## src/rtl/bsb_pkg.sv

```systemverilog
// Package: shared types for the bit-order reversing serial bridge.
// Assumes: nothing beyond IEEE 1800-2017.
package bsb_pkg;
    // Phases of one byte transfer on the serial side
    typedef enum logic [1:0] {
        PH_IDLE = 2'd0,   // line released, clock resting high
        PH_LEAD = 2'd1,   // clock high, driver direction settled
        PH_LOW  = 2'd2,   // clock low, data changes here
        PH_HIGH = 2'd3    // clock high, data sampled at entry
    } phase_t;
endpackage

```

## src/rtl/bsb_bitrev.sv

```systemverilog
// Module: bsb_bitrev - pure wiring that mirrors a bus end for end.
// Assumes: W >= 1; purely combinational, no timing impact.
module bsb_bitrev #(
    parameter int W = 8
) (
    input  logic [W-1:0] din,
    output logic [W-1:0] dout
);
    // One wire per bit, index mirrored
    for (genvar i = 0; i < W; i++) begin : g_mirror
        assign dout[i] = din[W-1-i];
    end
endmodule

```

## src/rtl/bsb_phase_timer.sv

```systemverilog
// Module: bsb_phase_timer - counts system cycles of one half serial period.
// Assumes: HALF >= 2; counter is held at zero while run is low so the
//          first phase after a start is a full HALF cycles long.
module bsb_phase_timer #(
    parameter int HALF = 17
) (
    input  logic clk,
    input  logic rst_n,
    input  logic run,
    output logic tick
);
    localparam int CW = $clog2(HALF + 1);
    localparam logic [CW-1:0] LAST = CW'(HALF - 1);

    logic [CW-1:0] cnt;

    // Cycle counter that wraps at the end of each half period
    always_ff @(posedge clk) begin
        if (!rst_n) begin
            cnt <= '0;
        end else if (!run || cnt == LAST) begin
            cnt <= '0;
        end else begin
            cnt <= cnt + 1'b1;
        end
    end

    assign tick = run && (cnt == LAST);
endmodule

```

## src/rtl/bsb_engine.sv

```systemverilog
// Module: bsb_engine - MSB-first byte shifter for a shared data wire.
// Assumes: tx_bits is already in line order (bit W-1 first); tick marks the
//          last cycle of each half period; sd_in is the resolved line value.
module bsb_engine
    import bsb_pkg::*;
#(
    parameter int W = 8
) (
    input  logic         clk,
    input  logic         rst_n,
    input  logic         wr_strobe,
    input  logic [W-1:0] tx_bits,
    input  logic         rd_req,
    input  logic         tick,
    input  logic         sd_in,
    output logic         run,
    output logic         busy,
    output logic         done,
    output logic         sclk,
    output logic         sd_out,
    output logic         sd_oe,
    output logic [W-1:0] rx_bits
);
    localparam int CW = (W > 1) ? $clog2(W) : 1;
    localparam logic [CW-1:0] LAST_BIT = CW'(W - 1);

    phase_t        phase;
    logic [CW-1:0] bit_idx;
    logic [W-1:0]  shreg;
    logic          is_write;

    // Transfer sequencer: start, clock phases, shifting and completion
    always_ff @(posedge clk) begin
        if (!rst_n) begin
            phase    <= PH_IDLE;
            bit_idx  <= '0;
            shreg    <= '0;
            is_write <= 1'b0;
            busy     <= 1'b0;
            done     <= 1'b0;
            sclk     <= 1'b1;
            sd_oe    <= 1'b0;
            rx_bits  <= '0;
        end else begin
            done <= 1'b0;
            unique case (phase)
                PH_IDLE: begin
                    if (wr_strobe) begin
                        phase    <= PH_LEAD;
                        is_write <= 1'b1;
                        shreg    <= tx_bits;
                        sd_oe    <= 1'b1;
                        busy     <= 1'b1;
                        bit_idx  <= '0;
                    end else if (rd_req) begin
                        phase    <= PH_LEAD;
                        is_write <= 1'b0;
                        shreg    <= '0;
                        busy     <= 1'b1;
                        bit_idx  <= '0;
                    end
                end
                PH_LEAD: begin
                    if (tick) begin
                        phase <= PH_LOW;
                        sclk  <= 1'b0;
                    end
                end
                PH_LOW: begin
                    if (tick) begin
                        phase <= PH_HIGH;
                        sclk  <= 1'b1;
                        if (!is_write) begin
                            shreg <= {shreg[W-2:0], sd_in};
                        end
                    end
                end
                PH_HIGH: begin
                    if (tick) begin
                        if (bit_idx == LAST_BIT) begin
                            phase <= PH_IDLE;
                            busy  <= 1'b0;
                            done  <= 1'b1;
                            sd_oe <= 1'b0;
                            if (!is_write) begin
                                rx_bits <= shreg;
                            end
                        end else begin
                            phase   <= PH_LOW;
                            sclk    <= 1'b0;
                            bit_idx <= bit_idx + 1'b1;
                            if (is_write) begin
                                shreg <= {shreg[W-2:0], 1'b0};
                            end
                        end
                    end
                end
                default: phase <= PH_IDLE;
            endcase
        end
    end

    assign run    = (phase != PH_IDLE);
    assign sd_out = shreg[W-1];
endmodule

```

## src/rtl/bitrev_serial_bridge.sv

```systemverilog
// Module: bitrev_serial_bridge - host byte port (LSB first) to a serial
//         converter (MSB first) over one shared, tri-stated data wire.
// Assumes: CLK_HZ and SCLK_MAX_HZ are positive; the pad combines sd_out and
//          sd_oe with an external pull-up and returns the line on sd_in.
module bitrev_serial_bridge #(
    parameter int CLK_HZ      = 100_000_000,
    parameter int SCLK_MAX_HZ = 3_000_000,
    parameter int DATA_W      = 8,
    parameter bit USE_CS      = 1'b1
) (
    input  logic              clk,
    input  logic              rst_n,
    input  logic              wr_strobe,
    input  logic [DATA_W-1:0] wr_byte,
    input  logic              rd_req,
    output logic [DATA_W-1:0] rd_byte,
    output logic              busy,
    output logic              done,
    output logic              sclk,
    output logic              sd_out,
    output logic              sd_oe,
    input  logic              sd_in,
    output logic              cs_n
);
    localparam int HALF_RAW = (CLK_HZ + 2 * SCLK_MAX_HZ - 1) / (2 * SCLK_MAX_HZ);
    localparam int HALF     = (HALF_RAW < 2) ? 2 : HALF_RAW;

    logic [DATA_W-1:0] tx_bits;
    logic [DATA_W-1:0] rx_bits;
    logic              run;
    logic              tick;

    // Host order to line order on the way out
    bsb_bitrev #(.W(DATA_W)) u_tx_rev (.din(wr_byte), .dout(tx_bits));

    // Line order back to host order on the way in
    bsb_bitrev #(.W(DATA_W)) u_rx_rev (.din(rx_bits), .dout(rd_byte));

    // Half-period timing for the serial clock
    bsb_phase_timer #(.HALF(HALF)) u_timer (
        .clk   (clk),
        .rst_n (rst_n),
        .run   (run),
        .tick  (tick)
    );

    // Byte sequencer and shared-line control
    bsb_engine #(.W(DATA_W)) u_engine (
        .clk       (clk),
        .rst_n     (rst_n),
        .wr_strobe (wr_strobe),
        .tx_bits   (tx_bits),
        .rd_req    (rd_req),
        .tick      (tick),
        .sd_in     (sd_in),
        .run       (run),
        .busy      (busy),
        .done      (done),
        .sclk      (sclk),
        .sd_out    (sd_out),
        .sd_oe     (sd_oe),
        .rx_bits   (rx_bits)
    );

    // Chip select: follows the transfer, or tied active when unused
    if (USE_CS) begin : g_cs
        assign cs_n = ~busy;
    end else begin : g_no_cs
        assign cs_n = 1'b0;
    end
endmodule

```

## config.mk

```make
export PLATFORM = sky130hd
export DESIGN_NAME = bitrev_serial_bridge
export DESIGN_NICKNAME = d
export VERILOG_FILES = /design/src/rtl/bsb_pkg.sv /design/src/rtl/bsb_bitrev.sv /design/src/rtl/bsb_phase_timer.sv /design/src/rtl/bsb_engine.sv /design/src/rtl/bitrev_serial_bridge.sv
export SDC_FILE = /design/constraint.sdc
export NUM_CORES = 1
export LEC_CHECK = 0
export BUFFER_PORTS_ARGS = -buffer_cell sky130_fd_sc_hd__buf_2
export CAP_MARGIN = 0
export CORE_ASPECT_RATIO = 0.5
export CORE_MARGIN = 2
export CORE_UTILIZATION = 48
export DETAILED_ROUTE_END_ITERATION = 16
export MAX_ROUTING_LAYER = met4
export PLACE_DENSITY = 0.73
export SLEW_MARGIN = 5
export SYNTH_ARGS = -nofsm -noshare
export SYNTH_HDL_FRONTEND = slang
export SYNTH_SLANG_ARGS = --single-unit
```

## constraint.sdc

```tcl
create_clock -name clk -period 1.6 [get_ports clk]
set_clock_uncertainty 0.1 [all_clocks]
set_input_delay 0.48 -clock clk [delete_from_list [all_inputs] [get_ports clk]]
set_output_delay 0.48 -clock clk [all_outputs]
set_load 0.02 [all_outputs]
```

Yosys cells after proc, flatten, opt, wreduce, memory -nomap -nowiden
Index checks and enable logic that the tools add are counted.
{"block": "op_classes", "n_eq_ne": 14, "n_bitwise": 3, "n_mux": 35, "addsub": 2, "reduce_logical": 19}
{"operator": "$mux 8", "count": 7}
{"operator": "$pmux 8 s3", "count": 1}
{"operator": "$reduce_and 4->1", "count": 5}
{"operator": "$mux 1", "count": 12}
{"operator": "$mux 2", "count": 6}
{"operator": "$mux 3", "count": 4}
{"operator": "$ne 2x2->1 const B", "count": 6}
{"operator": "$pmux 2 s4", "count": 1}
{"operator": "$reduce_and 7->1", "count": 1}
{"operator": "$pmux 3 s2", "count": 1}
{"operator": "$reduce_bool 2->1", "count": 3}
{"operator": "$reduce_bool 3->1", "count": 2}
{"operator": "$add 5x1->5 const B", "count": 1}
{"operator": "$eq 5x5->1 const B", "count": 1}
{"operator": "$reduce_and 5->1", "count": 1}
{"operator": "$eq 2x2->1 const B", "count": 2}
{"operator": "$ne 2x1->1 const B", "count": 2}
{"operator": "$pmux 1 s2", "count": 2}
{"operator": "$add 3x1->3 const B", "count": 1}
{"operator": "$eq 3x3->1 const B", "count": 1}
{"operator": "$ne 3x3->1 const B", "count": 1}
{"operator": "$not 1->1", "count": 3}
{"operator": "$pmux 1 s3", "count": 1}
{"operator": "$reduce_and 3->1", "count": 1}
{"operator": "7 further kinds", "count": 7}
{"block": "word_totals", "in_bits": 13, "ff_bits": 31, "output_inout_bits": 14, "word_cells": 83}

Logic depth before layout (Yosys ltp)
{"block": "logic_depth", "ltp_word": 4, "mapped_depth": 7, "mapped_depth_nobuf": 6}

Modules after synthesis
Synthesis repeated with hierarchy kept, for this count alone.
{"block": "hier_totals", "cells_unflattened": 203, "area_unflattened_um2": 1773.0}
{"mod": "bsb_engine", "instances": 1, "seq_area_each_um2": 520.5, "cells_each": 163, "area_each_um2": 1417.6}
{"mod": "bsb_phase_timer", "instances": 1, "seq_area_each_um2": 100.1, "cells_each": 23, "area_each_um2": 231.5}
{"mod": "bsb_bitrev", "instances": 2, "seq_area_each_um2": 0.0, "cells_each": 8, "area_each_um2": 60.1}
{"mod": "bitrev_serial_bridge", "instances": 1, "seq_area_each_um2": 0.0, "cells_each": 1, "area_each_um2": 3.8}

Least setup slack after synthesis
No wires, ideal clock.
{"block": "synth_timing", "path_type": "register -> register", "startpoint": "register u_engine.bit_idx[0]", "endpoint": "register u_engine.shreg[0]", "synth_period_minus_slack_ns": 1.557, "setup_ns": 0.072, "t_required_ns": 1.428, "n_path_buf": 0, "path_stages_with_launch": 6, "arrival_ns": 1.385, "path_slack_ns": 0.043, "path_cell_list": "dfxtp_1 > ha_1 > ha_1 > nor2b_1 > o221ai_4 > mux2i_1"}
{"block": "synth_between", "elab_chain_cells": 3}
{"element": "from (decl)", "line_no": "bsb_engine.sv:28", "source": "logic [CW-1:0] bit_idx;"}
{"element": "from (signal assigned)", "line_no": "bsb_engine.sv:91", "source": "bit_idx <= bit_idx + 1'b1;"}
{"element": "$eq 3x3->1", "line_no": "bsb_engine.sv:80", "source": "if (bit_idx == LAST_BIT) begin"}
{"element": "$ne 2x2->1 (no line)"}
{"element": "$reduce_and 7->1 (no line)"}
{"element": "to (signal assigned)", "line_no": "bsb_engine.sv:51", "source": "shreg <= tx_bits;"}
{"element": "to (signal assigned)", "line_no": "bsb_engine.sv:74", "source": "shreg <= {shreg[W-2:0], sd_in};"}
{"element": "to (signal assigned)", "line_no": "bsb_engine.sv:93", "source": "shreg <= {shreg[W-2:0], 1'b0};"}
{"element": "to (decl)", "line_no": "bsb_engine.sv:29", "source": "logic [W-1:0] shreg;"}
No other way between the ends.
A chain may end at the register's enable or synchronous reset.

Final worst setup path
{"block": "layout_timing", "startpoint": "register u_engine.bit_idx[0]", "endpoint": "register u_engine.bit_idx[2]"}
{"block": "layout_between", "elab_chain_cells": 4, "elab_cells_between_ends": 7, "classes_between": "add/sub: 1; eq/ne: 2; mux: 3; reduce/logical: 1"}
{"element": "$add 3x1->3", "line_no": "bsb_engine.sv:91"}
{"element": "$mux 3", "line_no": "bsb_engine.sv:80"}
{"element": "$mux 3", "line_no": "bsb_engine.sv:79", "source": "if (tick) begin"}
{"element": "$pmux 3 s2", "line_no": "bsb_engine.sv:46", "source": "unique case (phase)"}
Parallel ways exist; a longest one is shown, timed or not. The select of a mux whose other input is x is not followed.

==> summary.md <==
| Metric | Value |
|---|---|
| Slew of the pin with the lowest slew margin | 620.7 ps |
| Period utilization | 94.47% |
| Syn_area_per_cell | 9.384 sq um |
| Layout cell share with drive strength beyond 1 | 30.65% |
| Fin area | 0.001797 sq mm |
| Synth cell types | 37 |
| Kind of cell adding the most delay to the critical path | adder cells |
| Site Rows | 13 |
| Final GP Congestion | ~0.85 |
| Fin. max-slew vios | 0 |
| Syn_nets | 169 |
| H-tree level count | 2 |
| Worst-path fanout max | 6 |
| Hpwl dp | 2085 um |
| First-pass GRT wire length | around 5200 um |
| I/O pins | 27 |
| Yosys top cell area share | a little over two fifths |
| DRT Wirelength | between 3000 and 4000 um |
| Post-route DRC | 0 |
| Initial Util | 52.83% |
| Hold-fix buffers, CTS | 0 |
| Post-Synthesis Cells | 152 |
| Largest area contributor in the netlist | dfxtp_1 |
| Setup Crit Path Kind | flip-flop to flip-flop |
| Switching part of the total | 24.21% |
| Final WS setup | 88.52 ps |
| N_diodes | 0 |
| CP startpoint kind | flip-flop |
| Sequential share of the synthesized area | 43.51% |
| WP data arrival | 1580 ps |
| Top FF cell, synth | dfxtp_1 |
| Area grow syn2layout | 25.96% |
| Worst-Skew Late Latency | 270 ps |
| Final Critical Period | ~1500 ps |
| PwrDens | 858.6 mW/mm^2 |
| Full die area | 0.003450 sq mm |
| Global Route Usage Sum | between 20% and 30% |
| Num CTS Buffers | 5 |
| Clock power frac | 35.7% |
| Placement Setup Slack | -39.19 ps |
| Seq cells post-synth | 31 |
| Die height | 42.55 um |
| Via count | roughly 1,200 |
| Worst path cell trace | ha_1, ha_4, buf_4, nand3b_1, nand3_1, a21boi_1 |
| Slowest stage delay, CP | 320 ps |
| Reg power frac | 52.7% |
| Bufs and invs on worst path | 1 |
| Leakage power | just over 0.0008 uW |
| Post-synth EDFFs | 0 |
| Number of max-cap violations | 0 |
| Ranking of synthesized cells by area | dfxtp_1, nand2_1, nand3_1 |
| Placed Area | 0.001633 sq mm |
| Root buf cell | clkbuf_8 |
| DR pass1 iterations | 4 |
| Yosys Warn Count | 0 |
| Max-slew headroom | 58.54% |
| Die Span X | 81.09 um |
| Sw Pwr | 373.4 uW |
| Pint | 1169 uW |
| Crit end category | flip-flop |
| Hold/Removal Path Class | flip-flop to flip-flop |
| Final Hold Vio Count | 0 |
| Gr ovfl total | 0 |
| CP max stage cell | dfxtp_1 |
| Asr flop ratio synth | 0% |
| Fmax | 0.6616 GHz |
| Clock-pin slew on the worst setup and hold paths | around 60 ps |
| Status | finished clean |
| Layout Cells excl Fill | approximately 220 |
| Worst vdd ir | 551.7 uV |
| Nets | roughly 200 |
| Vias in the first global route | roughly 1,100 |
| Largest net degree at the start of global routing | 18 |
| Hold slack | about 350 ps |
| Dpl cells | 214 |
| Antenna violations before repair | 0 |
| Synth Cell Area | 0.001426 sq mm |
| PortBufs | 26 |
| CTS tree | yes |
| Final setup vio count | 0 |
| Max Root-Sink Buffers | 2 |
| Final ANT Viol Nets | 0 |
| Detailed Route Iter0 Violations | 69 |
| Vias per std cell | between 5 and 6 |
| Final total power | 1543 uW |
| WL/cell | 13.98 um |
| Area of the core | around 0.0027 sq mm |
| Critical Path RT | 1670 ps |
| # clock sinks | 31 |
| Share of total power in combinational logic | 11.6% |
synth_stat cells, types with 2 or more instances:
cell type,n
a21boi_1,6
xor2_1,2
nor2b_1,2
nand3_1,17
dfxtp_1,31
mux2i_1,8
buf_2,4
clkbuf_1,3
o21ai_1,10
inv_1,4
a22o_1,7
nand2_1,23
nor2_1,7
nand3b_1,2
ha_1,4
per-layer routing:
layer / track usage [%] / wire length (um) / vias up
li1: - / - / 610
met1: 27.70 / 1485 / 558
met2: 30.91 / 1427 / 29
met3: 5.819 / 144 / 7
met4: 7.119 / 59 / 0
met5: - / 0 / -
cells by family (layout without fill, tap and decap cells):
kind of cell | Yosys count | in the layout | synth area share [%]
compound gates | 31 | 31 | 16.93
xor+xnor | 3 | 3 | 1.842
fa+ha+maj | 4 | 4 | 3.509
buf+inv | 13 | 46 | 3.771
flops | 31 | 31 | 43.51
mux | 8 | 8 | 5.614
simple gates | 62 | 63 | 24.83
worst reg2reg max path: stages (launching register included):
cell and delay (ps):
dfxtp_1 320, ha_1 220, ha_4 180, buf_4 170, nand3b_1 220, nand3_1 130, a21boi_1 70
stage by stage:
step	util [%]	TNS, ps
floorplan	-	0
global placement	60.47	-129.0
detailed placement	60.47	-184.5
CTS	64.55	0
global route	66.54	-9.936
finish	66.54	0
cells in the final DEF (no fill, tap or decap), types with 6 or more instances in the layout:
cell type,netlist,routed
mux2i_1,8,8
buf_4,0,6
o21ai_1,10,10
nor2_1,7,7
a21boi_1,6,6
buf_2,4,26
nand2_1,23,23
nand3_1,17,17
a22o_1,7,7
dfxtp_1,31,29
final cells by class:
cell class / instances / area [sq um]
Sequential cell: 31 / 623.1
Inverter: 5 / 18.77
Timing Repair Buffer: 35 / 226.5
Clock buffer: 6 / 72.57
Multi-Input combinational cell: 109 / 809.5
Fill cell: 231 / 903.4
Tap cell: 37 / 46.29
sequential cells by signal, indices dropped and copies added (netlist names):
register / count
u_engine.rx_bits: 8
u_engine.is_write: 1
u_engine.phase: 2
u_engine.done: 1
u_engine.sd_oe: 1
u_engine.sclk: 1
u_engine.busy: 1
u_engine.shreg: 8
u_timer.cnt: 5
u_engine.bit_idx: 3
final timing paths:
check / startpoint / to / slack, ps / cells past startpoint
setup / recovery: u_engine.bit_idx[0]$_SDFFE_PN0P_ / u_engine.bit_idx[2]$_SDFFE_PN0P_ / 90 / 6
hold reg to reg: u_engine.rx_bits[6]$_SDFFE_PN0P_ / u_engine.rx_bits[6]$_SDFFE_PN0P_ / 350 / 2
hold / removal: u_engine.rx_bits[6]$_SDFFE_PN0P_ / u_engine.rx_bits[6]$_SDFFE_PN0P_ / 350 / 2
setup reg to reg: u_engine.bit_idx[0]$_SDFFE_PN0P_ / u_engine.bit_idx[2]$_SDFFE_PN0P_ / 90 / 6
power by group through the flow:
| stage | clock network (uW) | registers [uW] | logic (uW) |
|---|---|---|---|
| after floorplan | 0 | 831 | 102 |
| after global placement | 0 | 826 | 160 |
| after detailed placement | 0 | 827 | 161 |
| after CTS | 570 | 811 | 174 |
| after global routing | 604 | 814 | 196 |
| final | 551 | 813 | 179 |
what timing repair did:
action,4_1_cts,5_1_grt
pin swaps,2,3
endpoints found under the setup margin,11,19
resized for setup,1,11
cloned,1,0
buffers inserted,1,1
No activity file was read; power rests on OpenSTA's default activity.
